## src/rtl/sspc_pkg.sv

```systemverilog
package sspc_pkg;
  localparam int XMAX = 64;
  localparam int XMIN = 32;
  localparam logic [11:0] SSP_ADDR = 12'h011;

  typedef enum logic [2:0] {
    PRV_U  = 3'd0,
    PRV_S  = 3'd1,
    PRV_M  = 3'd3,
    PRV_VU = 3'd4,
    PRV_VS = 3'd5
  } prv_e;

  function automatic logic [XMAX-1:0] ptr_mask(input logic wide);
    logic [XMAX-1:0] m;
    if (wide) m = {{(XMAX-3){1'b1}}, 3'b000};
    else      m = {{(XMAX-XMIN){1'b0}}, {(XMIN-2){1'b1}}, 2'b00};
    return m;
  endfunction
endpackage

```

## src/rtl/sspc_perm.sv

```systemverilog
module sspc_perm
  import sspc_pkg::*;
(
  input  logic [2:0] priv,
  input  logic       en_m,
  input  logic       en_h,
  input  logic       en_s,
  output logic       acc_ill,
  output logic       acc_virt,
  output logic       swp_ill,
  output logic       swp_virt
);
  logic is_u, is_s, is_m, is_vu, is_vs, bad_code, below_m;

  always_comb begin
    is_u     = (priv == PRV_U);
    is_s     = (priv == PRV_S);
    is_m     = (priv == PRV_M);
    is_vu    = (priv == PRV_VU);
    is_vs    = (priv == PRV_VS);
    bad_code = !(is_u || is_s || is_m || is_vu || is_vs);
    below_m  = !is_m;

    // access to the pointer register: illegal checks take priority
    acc_ill  = bad_code || (below_m && !en_m) || (is_u && !en_s);
    acc_virt = !acc_ill && ((is_vs && !en_h) || (is_vu && (!en_h || !en_s)));

    // atomic swap instruction
    swp_ill  = bad_code || (below_m && !en_m) || (is_u && !en_s);
    swp_virt = !swp_ill && ((is_vs && !en_h) || (is_vu && !en_s));
  end
endmodule

```

## src/rtl/sspc_store.sv

```systemverilog
module sspc_store
  import sspc_pkg::*;
#(
  parameter int W = XMAX
) (
  input  logic         clk,
  input  logic         rst,
  input  logic         we,
  input  logic [W-1:0] wdata,
  input  logic         xlen64,
  output logic [W-1:0] ptr_q,
  output logic [W-1:0] view
);
  logic [W-1:0] mask;

  always_comb begin
    mask = ptr_mask(xlen64);
    view = ptr_q & mask;
  end

  always_ff @(posedge clk) begin
    if (rst)     ptr_q <= '0;
    else if (we) ptr_q <= wdata & mask;
  end
endmodule

```

## src/rtl/sspc_top.sv

```systemverilog
module sspc_top
  import sspc_pkg::*;
#(
  parameter int          W    = XMAX,
  parameter int          AW   = 12,
  parameter logic [11:0] ADDR = SSP_ADDR
) (
  input  logic          clk,
  input  logic          rst,
  input  logic          req_valid,
  input  logic [AW-1:0] req_addr,
  input  logic          req_write,
  input  logic [W-1:0]  req_wdata,
  input  logic [2:0]    priv,
  input  logic          en_m,
  input  logic          en_h,
  input  logic          en_s,
  input  logic          xlen64,
  input  logic          swp_valid,
  output logic          resp_valid,
  output logic [W-1:0]  rd_data,
  output logic          flt_illegal,
  output logic          flt_virtual,
  output logic          swp_illegal,
  output logic          swp_virtual
);
  logic acc_ill, acc_virt, s_ill, s_virt;
  logic hit, ok, we;
  logic [W-1:0] ptr_q, view;

  sspc_perm u_perm (
    .priv(priv), .en_m(en_m), .en_h(en_h), .en_s(en_s),
    .acc_ill(acc_ill), .acc_virt(acc_virt),
    .swp_ill(s_ill), .swp_virt(s_virt)
  );

  always_comb begin
    hit = req_valid && (req_addr == ADDR[AW-1:0]);
    ok  = hit && !acc_ill && !acc_virt;
    we  = ok && req_write;
  end

  sspc_store #(.W(W)) u_store (
    .clk(clk), .rst(rst), .we(we), .wdata(req_wdata),
    .xlen64(xlen64), .ptr_q(ptr_q), .view(view)
  );

  always_ff @(posedge clk) begin
    if (rst) begin
      resp_valid  <= 1'b0;
      rd_data     <= '0;
      flt_illegal <= 1'b0;
      flt_virtual <= 1'b0;
      swp_illegal <= 1'b0;
      swp_virtual <= 1'b0;
    end else begin
      resp_valid  <= hit;
      rd_data     <= ok ? view : '0;
      flt_illegal <= hit && acc_ill;
      flt_virtual <= hit && acc_virt;
      swp_illegal <= swp_valid && s_ill;
      swp_virtual <= swp_valid && s_virt;
    end
  end
endmodule

```

## config.mk

```make
export PLATFORM = sky130hd
export DESIGN_NAME = sspc_top
export DESIGN_NICKNAME = d
export VERILOG_FILES = /design/src/rtl/sspc_pkg.sv /design/src/rtl/sspc_perm.sv /design/src/rtl/sspc_store.sv /design/src/rtl/sspc_top.sv
export SDC_FILE = /design/constraint.sdc
export NUM_CORES = 1
export LEC_CHECK = 0
export BUFFER_PORTS_ARGS = -buffer_cell sky130_fd_sc_hd__buf_2
export CORE_UTILIZATION = 53
export CTS_CLUSTER_SIZE = 10
export DETAILED_ROUTE_END_ITERATION = 8
export HOLD_SLACK_MARGIN = 0.1
export PLACE_DENSITY = 0.82
export SYNTH_ARGS = -nofsm -noshare
export SYNTH_HDL_FRONTEND = slang
export SYNTH_SLANG_ARGS = --single-unit
```

## constraint.sdc

```tcl
create_clock -name clk -period 3.2 [get_ports clk]
set_input_delay 0.96 -clock clk [delete_from_list [all_inputs] [get_ports clk]]
set_output_delay 0.96 -clock clk [all_outputs]
set_load 0.02 [all_outputs]
```

==> results.sh <==
export IMPL_syn_mean_instance_area_um2=10.2
export IMPL_cts_tree="built"
export IMPL_reg2reg_to="u_store.ptr_q[7]$_SDFFE_PP0P_"
export IMPL_drc_errors=0
export IMPL_finalSetupTns_ns=0
export IMPL_post_cts_buffers=0
export IMPL_diodes=0
export IMPL_grt_pass1_wl_um=18000
export IMPL_cp_required_ns=3.64
export IMPL_start_util_pct=55.7
export IMPL_via_per_inst=5.69
export IMPL_drt_iter0_drc=183
export IMPL_cts_resized=0
export IMPL_slew_headroom_pct=51.8
export IMPL_dp_hpwl_um=7130
export IMPL_clk_latency_ns=0.50
export IMPL_hold_buffers=0
export IMPL_yosysTopAreaCell="dfxtp_1"
export IMPL_fp_dieW_um=95.6
export IMPL_crit_path_end="rd_data[32]$_SDFF_PP0_"
export IMPL_hold_class="reg -> reg"
export IMPL_ys_top_cells_by_area="dfxtp_1 56%, o31ai_1 10%, and2_1 8.2%"
export IMPL_drive_above_1_share_pct=34.2
export IMPL_antenna_found_initial=0
export IMPL_area_growth_synth_to_final_pct=28.7
export IMPL_critPathArrivalTime_ns=2.68
export IMPL_wl_per_cell_um=16.2
export IMPL_yosys_most_used_dff="dfxtp_1"
export IMPL_clock_skew_ns=0.00546
export IMPL_layout_common_cells="152 x buf_2, 129 x dfxtp_1, 62 x o31ai_1, 62 x a21oi_1, 61 x and2_1"
export IMPL_yosysTopAreaCellShare_pct=55.6
export IMPL_p_per_area_nw_per_um2=612
export IMPL_rsz0062_at_grt="false"
export IMPL_syn_inst=457
export IMPL_die_area_um2=9140
export IMPL_cts_sinks=129
export IMPL_ys_warn_count=0
export IMPL_min_period_ns=2.24
export IMPL_grt_usage_pct=25.8
export IMPL_hold_viol_final=0
export IMPL_die_h_um=95.6
export IMPL_ios=157
export IMPL_setup_violations=0
export IMPL_core_um2=8340
export IMPL_outcome="finished, final reports clean"
export IMPL_leakage_uw=0.00250
export IMPL_synth_xor_area_share_pct=0
export IMPL_yosys_area_share_simple_pct=19.7
export IMPL_holdWs_ns=0.452
export IMPL_overflow=0
export IMPL_path_clk_slew_ns=0.06
export IMPL_fin_crit_sh_pct=70.0
export IMPL_cp_startpoint="priv[1]"
export IMPL_cts_made_buffers=17
export IMPL_cp_end_kind="flop"
export IMPL_synth_fa_ha_area_share_pct=0
export IMPL_r2r_cells=2
export IMPL_utilization_pct=71.7
export IMPL_core_rowCount=33
export IMPL_reg2reg_from="u_store.ptr_q[7]$_SDFFE_PP0P_"
export IMPL_path_class="in -> reg"
export IMPL_synth_top_family_by_area="simple AND/OR/NAND/NOR gates"
export IMPL_peakVddDrop_v=0.000382
export IMPL_synth_seq_cells=129
export IMPL_synth_compound_area_share_pct=18.1
export IMPL_post_synth_mux_area_share_pct=0
export IMPL_layout_nets=678
export IMPL_synth_edf_count=0
export IMPL_num_vias=4026
export IMPL_netlist_area_um2=4650
export IMPL_reg2reg_slack_ns=2.53
export IMPL_firstDrtPassIters=4
export IMPL_h_tree_depth=4
export IMPL_synth_seq_area_share_pct=55.6
export IMPL_slew_violations=0
export IMPL_cts_buffer_depth=2
export IMPL_io_buffers=152
export IMPL_gp_congestion=0.753
export IMPL_grt_pass1_vias=3825
export IMPL_drt_total_wl_um=11400
export IMPL_clock_fmax_mhz=446
export IMPL_grt_start_max_net_pins=63
export IMPL_drv_cap=0
export IMPL_yosysUniqueCellTypes=36
export IMPL_mostFrequentLayoutCell="buf_2"
export IMPL_synthArstFlopShare_pct=0
export IMPL_nFillCells=643
export IMPL_tightest_slew_ns=0.724
export IMPL_clockRootBuffer="clkbuf_8"
export IMPL_critPathLaunchType="input pin"
export IMPL_ant_nets=0
export IMPL_critPathMaxFanout=28
[synthesized netlist by cell type, types with 4 or more instances]
| master | number |
|---|---|
| nand3_1 | 29 |
| clkbuf_1 | 21 |
| buf_1 | 6 |
| a21oi_1 | 62 |
| buf_6 | 9 |
| nand4_1 | 33 |
| buf_2 | 11 |
| buf_4 | 4 |
| and2_1 | 61 |
| dfxtp_1 | 129 |
| o31ai_1 | 62 |
[how the worst min path moves through the flow]
stage,from,to,slack (ns),depth (start not counted)
3_3_place_gp,u_store.ptr_q[13]$_SDFFE_PP0P_,rd_data[13]$_SDFF_PP0_,0.43,1
4_1_cts,u_store.ptr_q[45]$_SDFFE_PP0P_,rd_data[45]$_SDFF_PP0_,0.45,1
6_report,u_store.ptr_q[17]$_SDFFE_PP0P_,rd_data[17]$_SDFF_PP0_,0.45,1
5_1_grt,u_store.ptr_q[45]$_SDFFE_PP0P_,rd_data[45]$_SDFF_PP0_,0.46,1
3_5_place_dp,u_store.ptr_q[45]$_SDFFE_PP0P_,rd_data[45]$_SDFF_PP0_,0.44,1
2_1_floorplan,u_store.ptr_q[34]$_SDFFE_PP0P_,rd_data[34]$_SDFF_PP0_,0.43,1
[worst max-delay path, cell delays in order]
cell and delay [ns]:
buf_2 0.14, nand2b_1 0.21, a211o_2 0.52, nor4b_4 0.48, buf_12 0.22, and2_1 0.14
[per-stage QoR]
step / total power (µW) / setup slack, ns / cell area (µm²) / std cells
after CTS: 3680 / 0.972 / 5980 / 707
after global routing: 3770 / 0.858 / 5980 / 707
after floorplan: 1720 / 0.883 / 4650 / 458
after detailed placement: 1790 / 0.438 / 5390 / 676
final: 3660 / 0.959 / 5980 / 707
after global placement: 1790 / 0.479 / 5390 / 676
[layer usage]
metal,track usage [%],up-vias,routed length (µm)
met4,9.20,0,162
met1,31.7,1925,4750
met3,6.70,18,782
met5,0,-,0
met2,43.6,166,5740
li1,-,1917,-
[cell families after synthesis]
family / after synthesis
AOI/OAI and AO/OA: 129
buffers and inverters: 55
DFF: 129
other: 1
and+or+nand+nor: 143
[power by group]
| group | total [µW] | switching (µW) | leakage, µW | internal [µW] |
|---|---|---|---|---|
| combinational | 149 | 96.7 | 0.00117 | 52.7 |
| clock | 1900 | 662 | 0.000290 | 1240 |
| sequential | 1610 | 0.495 | 0.00104 | 1610 |
| total | 3660 | 759 | 0.00250 | 2900 |
[area by class of cell]
class	count	area [µm²]	share of cell area, %
clock buffers	21	459	7.68
clock inverters	10	134	2.24
inverters	3	11.3	0.188
multi-input cells	274	1770	29.5
flip-flops and latches	129	2580	43.2
well taps	105	131	2.20
repair buffers	165	896	15.0
[flip-flops by register name, summed over array words and instances (netlist names)]
name / cells
flt_illegal: 1
u_store.ptr_q: 62
flt_virtual: 1
swp_virtual: 1
swp_illegal: 1
resp_valid: 1
rd_data: 62
Note: power is estimated with default switching activity, not from simulation.
